### src/rtl/pxw_pkg.sv
package pxw_pkg;

  localparam int REG_AW     = 8;
  localparam int WORD_W     = 32;
  localparam int ADDR_W     = 64;

  localparam int NUM_OB     = 3;
  localparam int NUM_OB_XL  = 2;
  localparam int NUM_IB     = 3;
  localparam int OB_IDX_W   = (NUM_OB > 1) ? $clog2(NUM_OB) : 1;
  localparam int IB_IDX_W   = (NUM_IB > 1) ? $clog2(NUM_IB) : 1;

  // register offsets that software decodes
  localparam int OFF_OB_BASE   = 'h68;
  localparam int OB_STRIDE     = 'h14;
  localparam int OFF_OB_SZONLY = 'h90;
  localparam int OFF_IB_BASE   = 'h98;
  localparam int IB_STRIDE     = 'h0C;
  localparam int OFF_IB_SZH    = 'hF8;
  localparam int OFF_STATUS    = 'hE0;

  // inbound windows that own an upper size half
  localparam logic [NUM_IB-1:0] IB_SZH_MASK = 3'b101;

  localparam logic [ADDR_W-1:0] IB_SZ_RST = 64'hFFFF_FFFF_0000_0000;

  typedef logic [ADDR_W-1:0] addr_t;
  typedef logic [WORD_W-1:0] word_t;

  // field slot inside an outbound window register group
  typedef enum int {
    OBF_LA_LO = 0,
    OBF_LA_HI = 1,
    OBF_SIZE  = 2,
    OBF_PA_LO = 3,
    OBF_PA_HI = 4
  } ob_field_e;

  // field slot inside an inbound window register group
  typedef enum int {
    IBF_SZ_LO = 0,
    IBF_LA_LO = 1,
    IBF_LA_HI = 2
  } ib_field_e;

endpackage

### src/rtl/pxw_rst_sync.sv
module pxw_rst_sync #(
  parameter int STAGES = 2
) (
  input  logic clk,
  input  logic rst_n,
  output logic rst_sync_n
);

  logic [STAGES-1:0] shift_q;

  always_ff @(posedge clk or negedge rst_n) begin
    if (!rst_n) shift_q <= '0;
    else        shift_q <= {shift_q[STAGES-2:0], 1'b1};
  end

  assign rst_sync_n = shift_q[STAGES-1];

endmodule

### src/rtl/pxw_regfile.sv
module pxw_regfile
  import pxw_pkg::*;
(
  input  logic                    clk,
  input  logic                    rst_n,
  input  logic                    reg_valid,
  input  logic                    reg_write,
  input  logic [REG_AW-1:0]       reg_addr,
  input  word_t                   reg_wdata,
  output word_t                   reg_rdata,
  output addr_t [NUM_OB_XL-1:0]   ob_la_q,
  output addr_t [NUM_OB_XL-1:0]   ob_pa_q,
  output word_t [NUM_OB-1:0]      ob_sz_q,
  output addr_t [NUM_IB-1:0]      ib_sz_q,
  output addr_t [NUM_IB-1:0]      ib_la_q
);

  function automatic logic [REG_AW-1:0] ob_off(input int w, input ob_field_e f);
    return REG_AW'(OFF_OB_BASE + w * OB_STRIDE + 4 * int'(f));
  endfunction

  function automatic logic [REG_AW-1:0] ib_off(input int w, input ib_field_e f);
    return REG_AW'(OFF_IB_BASE + w * IB_STRIDE + 4 * int'(f));
  endfunction

  addr_t [NUM_OB_XL-1:0] ob_la_d, ob_pa_d;
  word_t [NUM_OB-1:0]    ob_sz_d;
  addr_t [NUM_IB-1:0]    ib_sz_d, ib_la_d;
  word_t                 sts_q, sts_d;
  word_t                 rdata_q;
  word_t                 rd_val;
  logic                  wr_en, rd_en;
  int                    hi_slot;

  assign wr_en = reg_valid &  reg_write;
  assign rd_en = reg_valid & ~reg_write;

  // next-state and read mux
  always_comb begin
    ob_la_d = ob_la_q;
    ob_pa_d = ob_pa_q;
    ob_sz_d = ob_sz_q;
    ib_sz_d = ib_sz_q;
    ib_la_d = ib_la_q;
    sts_d   = sts_q;
    rd_val  = '0;
    hi_slot = 0;

    for (int w = 0; w < NUM_OB_XL; w++) begin
      if (reg_addr == ob_off(w, OBF_LA_LO)) begin
        rd_val = ob_la_q[w][31:0];
        if (wr_en) ob_la_d[w][31:0] = reg_wdata;
      end
      if (reg_addr == ob_off(w, OBF_LA_HI)) begin
        rd_val = ob_la_q[w][63:32];
        if (wr_en) ob_la_d[w][63:32] = reg_wdata;
      end
      if (reg_addr == ob_off(w, OBF_SIZE)) begin
        rd_val = ob_sz_q[w];
        if (wr_en) ob_sz_d[w] = reg_wdata;
      end
      if (reg_addr == ob_off(w, OBF_PA_LO)) begin
        rd_val = ob_pa_q[w][31:0];
        if (wr_en) ob_pa_d[w][31:0] = reg_wdata;
      end
      if (reg_addr == ob_off(w, OBF_PA_HI)) begin
        rd_val = ob_pa_q[w][63:32];
        if (wr_en) ob_pa_d[w][63:32] = reg_wdata;
      end
    end

    // size-only outbound windows
    for (int w = NUM_OB_XL; w < NUM_OB; w++) begin
      if (reg_addr == REG_AW'(OFF_OB_SZONLY + 4 * (w - NUM_OB_XL))) begin
        rd_val = ob_sz_q[w];
        if (wr_en) ob_sz_d[w] = reg_wdata;
      end
    end

    for (int w = 0; w < NUM_IB; w++) begin
      if (reg_addr == ib_off(w, IBF_SZ_LO)) begin
        rd_val = ib_sz_q[w][31:0];
        if (wr_en) begin
          if (IB_SZH_MASK[w]) ib_sz_d[w][31:0] = reg_wdata;
          else                ib_sz_d[w]       = {32'h0, reg_wdata};
        end
      end
      if (reg_addr == ib_off(w, IBF_LA_LO)) begin
        rd_val = ib_la_q[w][31:0];
        if (wr_en) ib_la_d[w][31:0] = reg_wdata;
      end
      if (reg_addr == ib_off(w, IBF_LA_HI)) begin
        rd_val = ib_la_q[w][63:32];
        if (wr_en) ib_la_d[w][63:32] = reg_wdata;
      end
      if (IB_SZH_MASK[w]) begin
        if (reg_addr == REG_AW'(OFF_IB_SZH + 4 * hi_slot)) begin
          rd_val = ib_sz_q[w][63:32];
          if (wr_en) ib_sz_d[w][63:32] = reg_wdata;
        end
        hi_slot = hi_slot + 1;
      end
    end

    if (reg_addr == REG_AW'(OFF_STATUS)) begin
      rd_val = sts_q;
      if (wr_en) sts_d = reg_wdata;
    end
  end

  // state registers
  always_ff @(posedge clk or negedge rst_n) begin
    if (!rst_n) begin
      ob_la_q <= '0;
      ob_pa_q <= '0;
      ob_sz_q <= '0;
      ib_sz_q <= {NUM_IB{IB_SZ_RST}};
      ib_la_q <= '0;
      sts_q   <= '0;
      rdata_q <= '0;
    end else begin
      if (wr_en) begin
        ob_la_q <= ob_la_d;
        ob_pa_q <= ob_pa_d;
        ob_sz_q <= ob_sz_d;
        ib_sz_q <= ib_sz_d;
        ib_la_q <= ib_la_d;
        sts_q   <= sts_d;
      end
      if (rd_en) rdata_q <= rd_val;
    end
  end

  assign reg_rdata = rdata_q;

  // read data changes only after a read request
  p_rdata_hold_r13: assert property (@(posedge clk) disable iff (!rst_n)
    !rd_en |=> $stable(reg_rdata));

endmodule

### src/rtl/pxw_ob_lookup.sv
module pxw_ob_lookup
  import pxw_pkg::*;
#(
  parameter int NUM_WIN = 2,
  parameter int IDX_W   = 2
) (
  input  logic                 clk,
  input  logic                 rst_n,
  input  addr_t [NUM_WIN-1:0]  win_la,
  input  addr_t [NUM_WIN-1:0]  win_pa,
  input  word_t [NUM_WIN-1:0]  win_sz,
  input  addr_t                addr_in,
  output logic                 hit,
  output logic [IDX_W-1:0]     idx,
  output addr_t                addr_out
);

  logic [NUM_WIN-1:0]  match;
  addr_t [NUM_WIN-1:0] target;

  for (genvar w = 0; w < NUM_WIN; w++) begin : g_win
    word_t len_raw, len;
    addr_t offset;
    assign len_raw = ~(win_sz[w] & 32'hFFFF_FFFE) + 32'd1;
    assign len     = (len_raw == '0) ? 32'hFFFF_FFFF : len_raw;
    assign offset  = addr_in - win_la[w];
    assign match[w]  = win_sz[w][0] && (offset < {32'h0, len});
    assign target[w] = win_pa[w] + offset;
  end

  // lowest index wins: scan from the top so lower entries override
  always_comb begin
    hit      = 1'b0;
    idx      = '0;
    addr_out = '0;
    for (int w = NUM_WIN - 1; w >= 0; w--) begin
      if (match[w]) begin
        hit      = 1'b1;
        idx      = IDX_W'(w);
        addr_out = target[w];
      end
    end
  end

  // a reported window is always enabled
  p_ob_enabled_r2: assert property (@(posedge clk) disable iff (!rst_n)
    hit |-> win_sz[idx][0]);

  // a miss reports index zero
  p_ob_miss_idx_r4: assert property (@(posedge clk) disable iff (!rst_n)
    !hit |-> (idx == '0 && addr_out == '0));

endmodule

### src/rtl/pxw_ib_lookup.sv
module pxw_ib_lookup
  import pxw_pkg::*;
#(
  parameter int NUM_WIN = 3,
  parameter int IDX_W   = 2
) (
  input  logic                 clk,
  input  logic                 rst_n,
  input  addr_t [NUM_WIN-1:0]  win_sz,
  input  addr_t [NUM_WIN-1:0]  win_la,
  input  addr_t                addr_in,
  output logic                 hit,
  output logic [IDX_W-1:0]     idx,
  output addr_t                addr_out
);

  logic [NUM_WIN-1:0]  match;
  addr_t [NUM_WIN-1:0] target;

  for (genvar w = 0; w < NUM_WIN; w++) begin : g_win
    addr_t len;
    assign len       = ~(win_sz[w] & ~64'h7) + 64'd1;
    assign match[w]  = win_sz[w][0] && (addr_in < len);
    assign target[w] = win_la[w] + addr_in;
  end

  always_comb begin
    hit      = 1'b0;
    idx      = '0;
    addr_out = addr_in;
    for (int w = NUM_WIN - 1; w >= 0; w--) begin
      if (match[w]) begin
        hit      = 1'b1;
        idx      = IDX_W'(w);
        addr_out = target[w];
      end
    end
  end

  // a reported window is always enabled
  p_ib_enabled_r2: assert property (@(posedge clk) disable iff (!rst_n)
    hit |-> win_sz[idx][0]);

  // a miss passes the address through
  p_ib_passthru_r7: assert property (@(posedge clk) disable iff (!rst_n)
    !hit |-> (addr_out == addr_in && idx == '0));

endmodule

### src/rtl/pci_xlate_unit.sv
module pci_xlate_unit
  import pxw_pkg::*;
(
  input  logic                 clk,
  input  logic                 rst_n,
  input  logic                 reg_valid,
  input  logic                 reg_write,
  input  logic [7:0]           reg_addr,
  input  logic [31:0]          reg_wdata,
  output logic [31:0]          reg_rdata,
  input  logic [63:0]          ob_addr_in,
  output logic                 ob_hit,
  output logic [1:0]           ob_win_idx,
  output logic [63:0]          ob_addr_out,
  input  logic [63:0]          ib_addr_in,
  output logic                 ib_hit,
  output logic [1:0]           ib_win_idx,
  output logic [63:0]          ib_addr_out
);

  logic                  rst_sn;
  addr_t [NUM_OB_XL-1:0] ob_la, ob_pa;
  word_t [NUM_OB-1:0]    ob_sz;
  addr_t [NUM_IB-1:0]    ib_sz, ib_la;

  pxw_rst_sync #(.STAGES(2)) u_rst_sync (
    .clk        (clk),
    .rst_n      (rst_n),
    .rst_sync_n (rst_sn)
  );

  pxw_regfile u_regfile (
    .clk       (clk),
    .rst_n     (rst_sn),
    .reg_valid (reg_valid),
    .reg_write (reg_write),
    .reg_addr  (reg_addr),
    .reg_wdata (reg_wdata),
    .reg_rdata (reg_rdata),
    .ob_la_q   (ob_la),
    .ob_pa_q   (ob_pa),
    .ob_sz_q   (ob_sz),
    .ib_sz_q   (ib_sz),
    .ib_la_q   (ib_la)
  );

  // only the translating outbound windows get a comparator
  pxw_ob_lookup #(.NUM_WIN(NUM_OB_XL), .IDX_W(OB_IDX_W)) u_ob_lookup (
    .clk      (clk),
    .rst_n    (rst_sn),
    .win_la   (ob_la),
    .win_pa   (ob_pa),
    .win_sz   (ob_sz[NUM_OB_XL-1:0]),
    .addr_in  (ob_addr_in),
    .hit      (ob_hit),
    .idx      (ob_win_idx),
    .addr_out (ob_addr_out)
  );

  pxw_ib_lookup #(.NUM_WIN(NUM_IB), .IDX_W(IB_IDX_W)) u_ib_lookup (
    .clk      (clk),
    .rst_n    (rst_sn),
    .win_sz   (ib_sz),
    .win_la   (ib_la),
    .addr_in  (ib_addr_in),
    .hit      (ib_hit),
    .idx      (ib_win_idx),
    .addr_out (ib_addr_out)
  );

  // the size-only outbound window never reports a hit
  p_ob_sizeonly_r5: assert property (@(posedge clk) disable iff (!rst_sn)
    ob_hit |-> (ob_win_idx < 2'(NUM_OB_XL)));

endmodule

### config.mk
export PLATFORM = sky130hd
export DESIGN_NAME = pci_xlate_unit
export DESIGN_NICKNAME = d
export VERILOG_FILES = /design/src/rtl/pxw_pkg.sv /design/src/rtl/pxw_rst_sync.sv /design/src/rtl/pxw_regfile.sv /design/src/rtl/pxw_ob_lookup.sv /design/src/rtl/pxw_ib_lookup.sv /design/src/rtl/pci_xlate_unit.sv
export SDC_FILE = /design/constraint.sdc
export NUM_CORES = 2
export LEC_CHECK = 0
export BUFFER_PORTS_ARGS = -buffer_cell sky130_fd_sc_hd__buf_2
export CAP_MARGIN = 30
export CORE_MARGIN = 1
export CORE_UTILIZATION = 35
export CTS_CLUSTER_SIZE = 14
export DETAILED_ROUTE_END_ITERATION = 8
export MAX_ROUTING_LAYER = met4
export PLACE_DENSITY = 0.47
export SLEW_MARGIN = 10
export SYNTH_ARGS = -nofsm -noshare
export SYNTH_HDL_FRONTEND = slang
export SYNTH_SLANG_ARGS = --single-unit
### constraint.sdc
create_clock -name clk -period 43.7 [get_ports clk]
set_input_delay 6.555 -clock clk [delete_from_list [all_inputs] [get_ports clk]]
set_output_delay 6.555 -clock clk [all_outputs]
set_load 0.02 [all_outputs]
==> results.ini <==
[global_route]
grt_start_max_net_pins = 138
grt_first_pass_wirelength_um = 505000
antenna_found_initial = 25
grt.total_usage_pct = 35.8
grt_pass1_vias = 65650
gr-total-overflow = 0

[die]
std_cell_rows = 164
die_area_mm2 = 0.204
die_h_um = 451
core_area_mm2 = 0.200
start_util_pct = 35.3
die_w_um = 451
pin_count = 338

[yosys]
ys.flop_type = dfrtp_1
async_reset_ff_share_pct = 100
synthAdderAreaFrac_pct = 12.4
synth_warnings = 0
ys_ff_latch = 771
synth_top_area_cell = dfrtp_1
synthCells = 8147
synth-compound-area-share_pct = 22.5
synthMuxAreaShare_pct = 11.4
syn_nets = 9016
synth_top_family_by_area = compound AO/OA/AOI/OAI gates
yosysTopAreaCellShare_pct = 25.0
syn-cell-area_mm2 = 0.0706
synth-simple-area-share_pct = 15.0
ys_seq_area_share_pct = 27.4
synth_area_leaders = dfrtp_1 25%, ha_1 12%, mux2_2 11%
avgSynthCellArea_um2 = 8.67
synth_edf_count = 0
yosysUniqueCellTypes = 99
synth_xor_area_share_pct = 7.39

[worst_setup_path]
rr_endpoint = u_regfile.ib_sz_q[31]
crit_end = ob_addr_out[17]
path_class = in -> out
start_kind = primary input
worst-path-max-fanout = 72
reg2reg_from = u_rst_sync.shift_q[1]
crit_path_max_incr_delay_ns = 0.73
cp.required_ns = 37.15
crit_path_end_kind = primary output
worst_path_max_delay_cell = o21ai_1
regToRegSetupSlack_ns = 39.36
crit_path_start = ob_addr_in[8]
critPathArrivalTime_ns = 15.06
rr_worst_depth = 6

[timing]
min_period_ns = 21.61
hold_viol_final = 0
fin_tns_setup_ns = 0
worst_pin_slew_ns = 1.18
relSlewSlack_pct = 21.3
finalWorstSetupSlack_ns = 22.09
rsz0062_at_grt = no
fin_crit_sh_pct = 49.5
timing.fmax_mhz = 46.3
drv_slew = 0
clock_skew_ns = 0.0689
setup_viol = 0

[cells_and_area]
finalInstanceArea_mm2 = 0.0787
drive_above_1_share_pct = 17.6
fillers = 20457
final_nets = 9139
layout-area-overhead-vs-synth_pct = 11.4
seq_area_mm2 = 0.0194
fin_util_pct = 39.3
multi_input_area_mm2 = 0.0488
final_cells = 11017

[power_and_ir_drop]
powerDensity_mw_per_mm2 = 28.4
p_leak_uw = 0.0378
vdd_ir_drop_max_uv = 29.5

[cts]
cts_tree = built
cts_root_buf = clkbuf_16
cts_resized = 0
cts_hold_buf = 0
cts_setup_buffers = 0
cts_buffer_depth = 3
clock-sinks = 771
htree_levels = 3
clkTransAtPathRegs_ns = 0.06
clk_latency_ns = 0.75
cts_buffers = 90

[detailed_routing]
routedWlPerCell_um = 33.2
post_drt_via_cell_ratio = 6.16
drt_pre_antenna_iters = 9
final_antenna_net_count = 0
routed_wl_um = 366000
via_count = 67836
drt_iter0_markers = 6528
drc_errors = 70

[outcome]
status = finished with violations
violations = DRC

[flow_run]
max-cap-violations = 0

[placed_design]
gp_congestion = 0.990
place_worst_setup_slack_ns = 22.24
io_buffer_count = 336
post_dp_cell_area_mm2 = 0.0752
dp.final_hpwl_um = 292000
dp.cells = 10828

[min_path]
hp-class = reg -> async

worst min-delay path by stage:
stage | slack (ns) | depth (start not counted) | end | startpoint
6_report | 0.20 | 0 | u_regfile.ob_pa_q[66] | u_rst_sync.shift_q[1]
5_1_grt | 0.23 | 0 | u_regfile.ob_pa_q[65] | u_rst_sync.shift_q[1]
2_1_floorplan | 0.33 | 0 | u_rst_sync.shift_q[1] | u_rst_sync.shift_q[0]
3_5_place_dp | 0.34 | 0 | u_rst_sync.shift_q[1] | u_rst_sync.shift_q[0]
4_1_cts | 0.35 | 0 | u_rst_sync.shift_q[1] | u_rst_sync.shift_q[0]
3_3_place_gp | 0.34 | 0 | u_rst_sync.shift_q[1] | u_rst_sync.shift_q[0]
sequential cells by signal, summed over array words and instances, names as in the netlist:
| register | cells |
|---|---|
| u_regfile.ib_la_q | 192 |
| u_regfile.ib_sz_q | 161 |
| u_regfile.ob_la_q | 128 |
| u_regfile.ob_pa_q | 128 |
| u_regfile.ob_sz_q | 96 |
| u_regfile.reg_rdata | 32 |
| u_regfile.sts_q | 32 |
| u_rst_sync.shift_q | 2 |
metrics by stage:
step                      power (uW)  hold WS, ns
after floorplan                 1140        0.331
after global placement          1390        0.341
after detailed placement        1380        0.343
after CTS                       2230        0.348
after global routing            2320        0.226
final                           2230        0.202
worst max-delay path, delay by kind of cell:
family / cells / cell delay [ns]
adders and majority gates: 2 / 0.64
and+or+nand+nor: 13 / 3.28
xor gates and xnor gates: 1 / 0.21
AOI/OAI and AO/OA: 9 / 2.95
buffers and inverters: 4 / 1.24
per-layer routing:
layer	track usage (%)	wire, um
met3	2.92	19200
met5	-	0
met1	43.5	150000
met2	57.4	169000
met4	22.9	27200
kinds of logic (layout without fill, tap and decap cells):
kind of cell,Yosys count,count (layout)
other cells,2,16
buf+inv,712,912
flops,771,771
simple gates,2168,2168
fa+ha+maj,697,697
compound gates,2481,2481
mux,720,720
xor+xnor,596,596
power breakdown:
part | switching (uW) | total [uW] | internal [uW]
clock | 349 | 847 | 498
combinational | 404 | 609 | 206
sequential | 38.7 | 777 | 738
cell usage in the layout (no fill, tap or decap), types with 55 or more instances in the layout:
cell       Yosys  final
a21oi_1      745    745
nor2b_1       85     83
a221oi_1     109    109
clkbuf_16      0     90
nor3_1       146    141
xnor2_1      334    334
dfstp_2       65     65
o21bai_1      76     76
mux2i_1       55     55
dfrtp_1      706    705
a21o_1       287    286
and3_1        55     55
or3_1         91     91
nand4_1      102    102
xor2_1       262    262
inv_1        274    274
ha_1         690    690
o21a_1        71     71
nand2b_1      86     86
buf_4          2    119
o21ai_0      574    573
nand3_1      136    136
nand2_1      612    612
nor4_1        58     56
nor2_1       564    537
buf_2         14    339
mux2_2       665    665
a31oi_1       82     82
a211oi_1      58     58
synth_stat cells (all sizes together) (21+ instances only):
| master | number |
|---|---|
| nor2b | 85 |
| dfstp | 65 |
| or4 | 39 |
| a221oi | 109 |
| a222oi | 38 |
| inv | 274 |
| o21a | 71 |
| nor3 | 149 |
| nor4 | 59 |
| xor2 | 262 |
| nand3 | 136 |
| o21bai | 76 |
| nand2b | 86 |
| or3 | 92 |
| a22oi | 32 |
| and3 | 55 |
| o211ai | 43 |
| o21ai | 581 |
| a211o | 31 |
| a221o | 39 |
| clkbuf | 349 |
| a21o | 287 |
| xnor2 | 334 |
| a31oi | 82 |
| nand2 | 612 |
| mux2i | 55 |
| nand4 | 102 |
| a21oi | 745 |
| mux2 | 665 |
| o221ai | 32 |
| nor2 | 566 |
| o22ai | 21 |
| o41ai | 28 |
| a211oi | 58 |
| or2 | 42 |
| and2 | 45 |
| dfrtp | 706 |
| o31ai | 42 |
| buf | 87 |
| ha | 690 |
layout make-up:
class / count / share of cell area, %
multi-input cells: 6664 / 62.0
diodes: 14 / 0.0445
clock buffers: 135 / 3.34
inverters: 276 / 1.32
well taps: 2656 / 4.22
flip-flops and latches: 771 / 24.6
repair buffers: 467 / 3.56
clock inverters: 34 / 0.838
(Power assumes the default switching activity.)
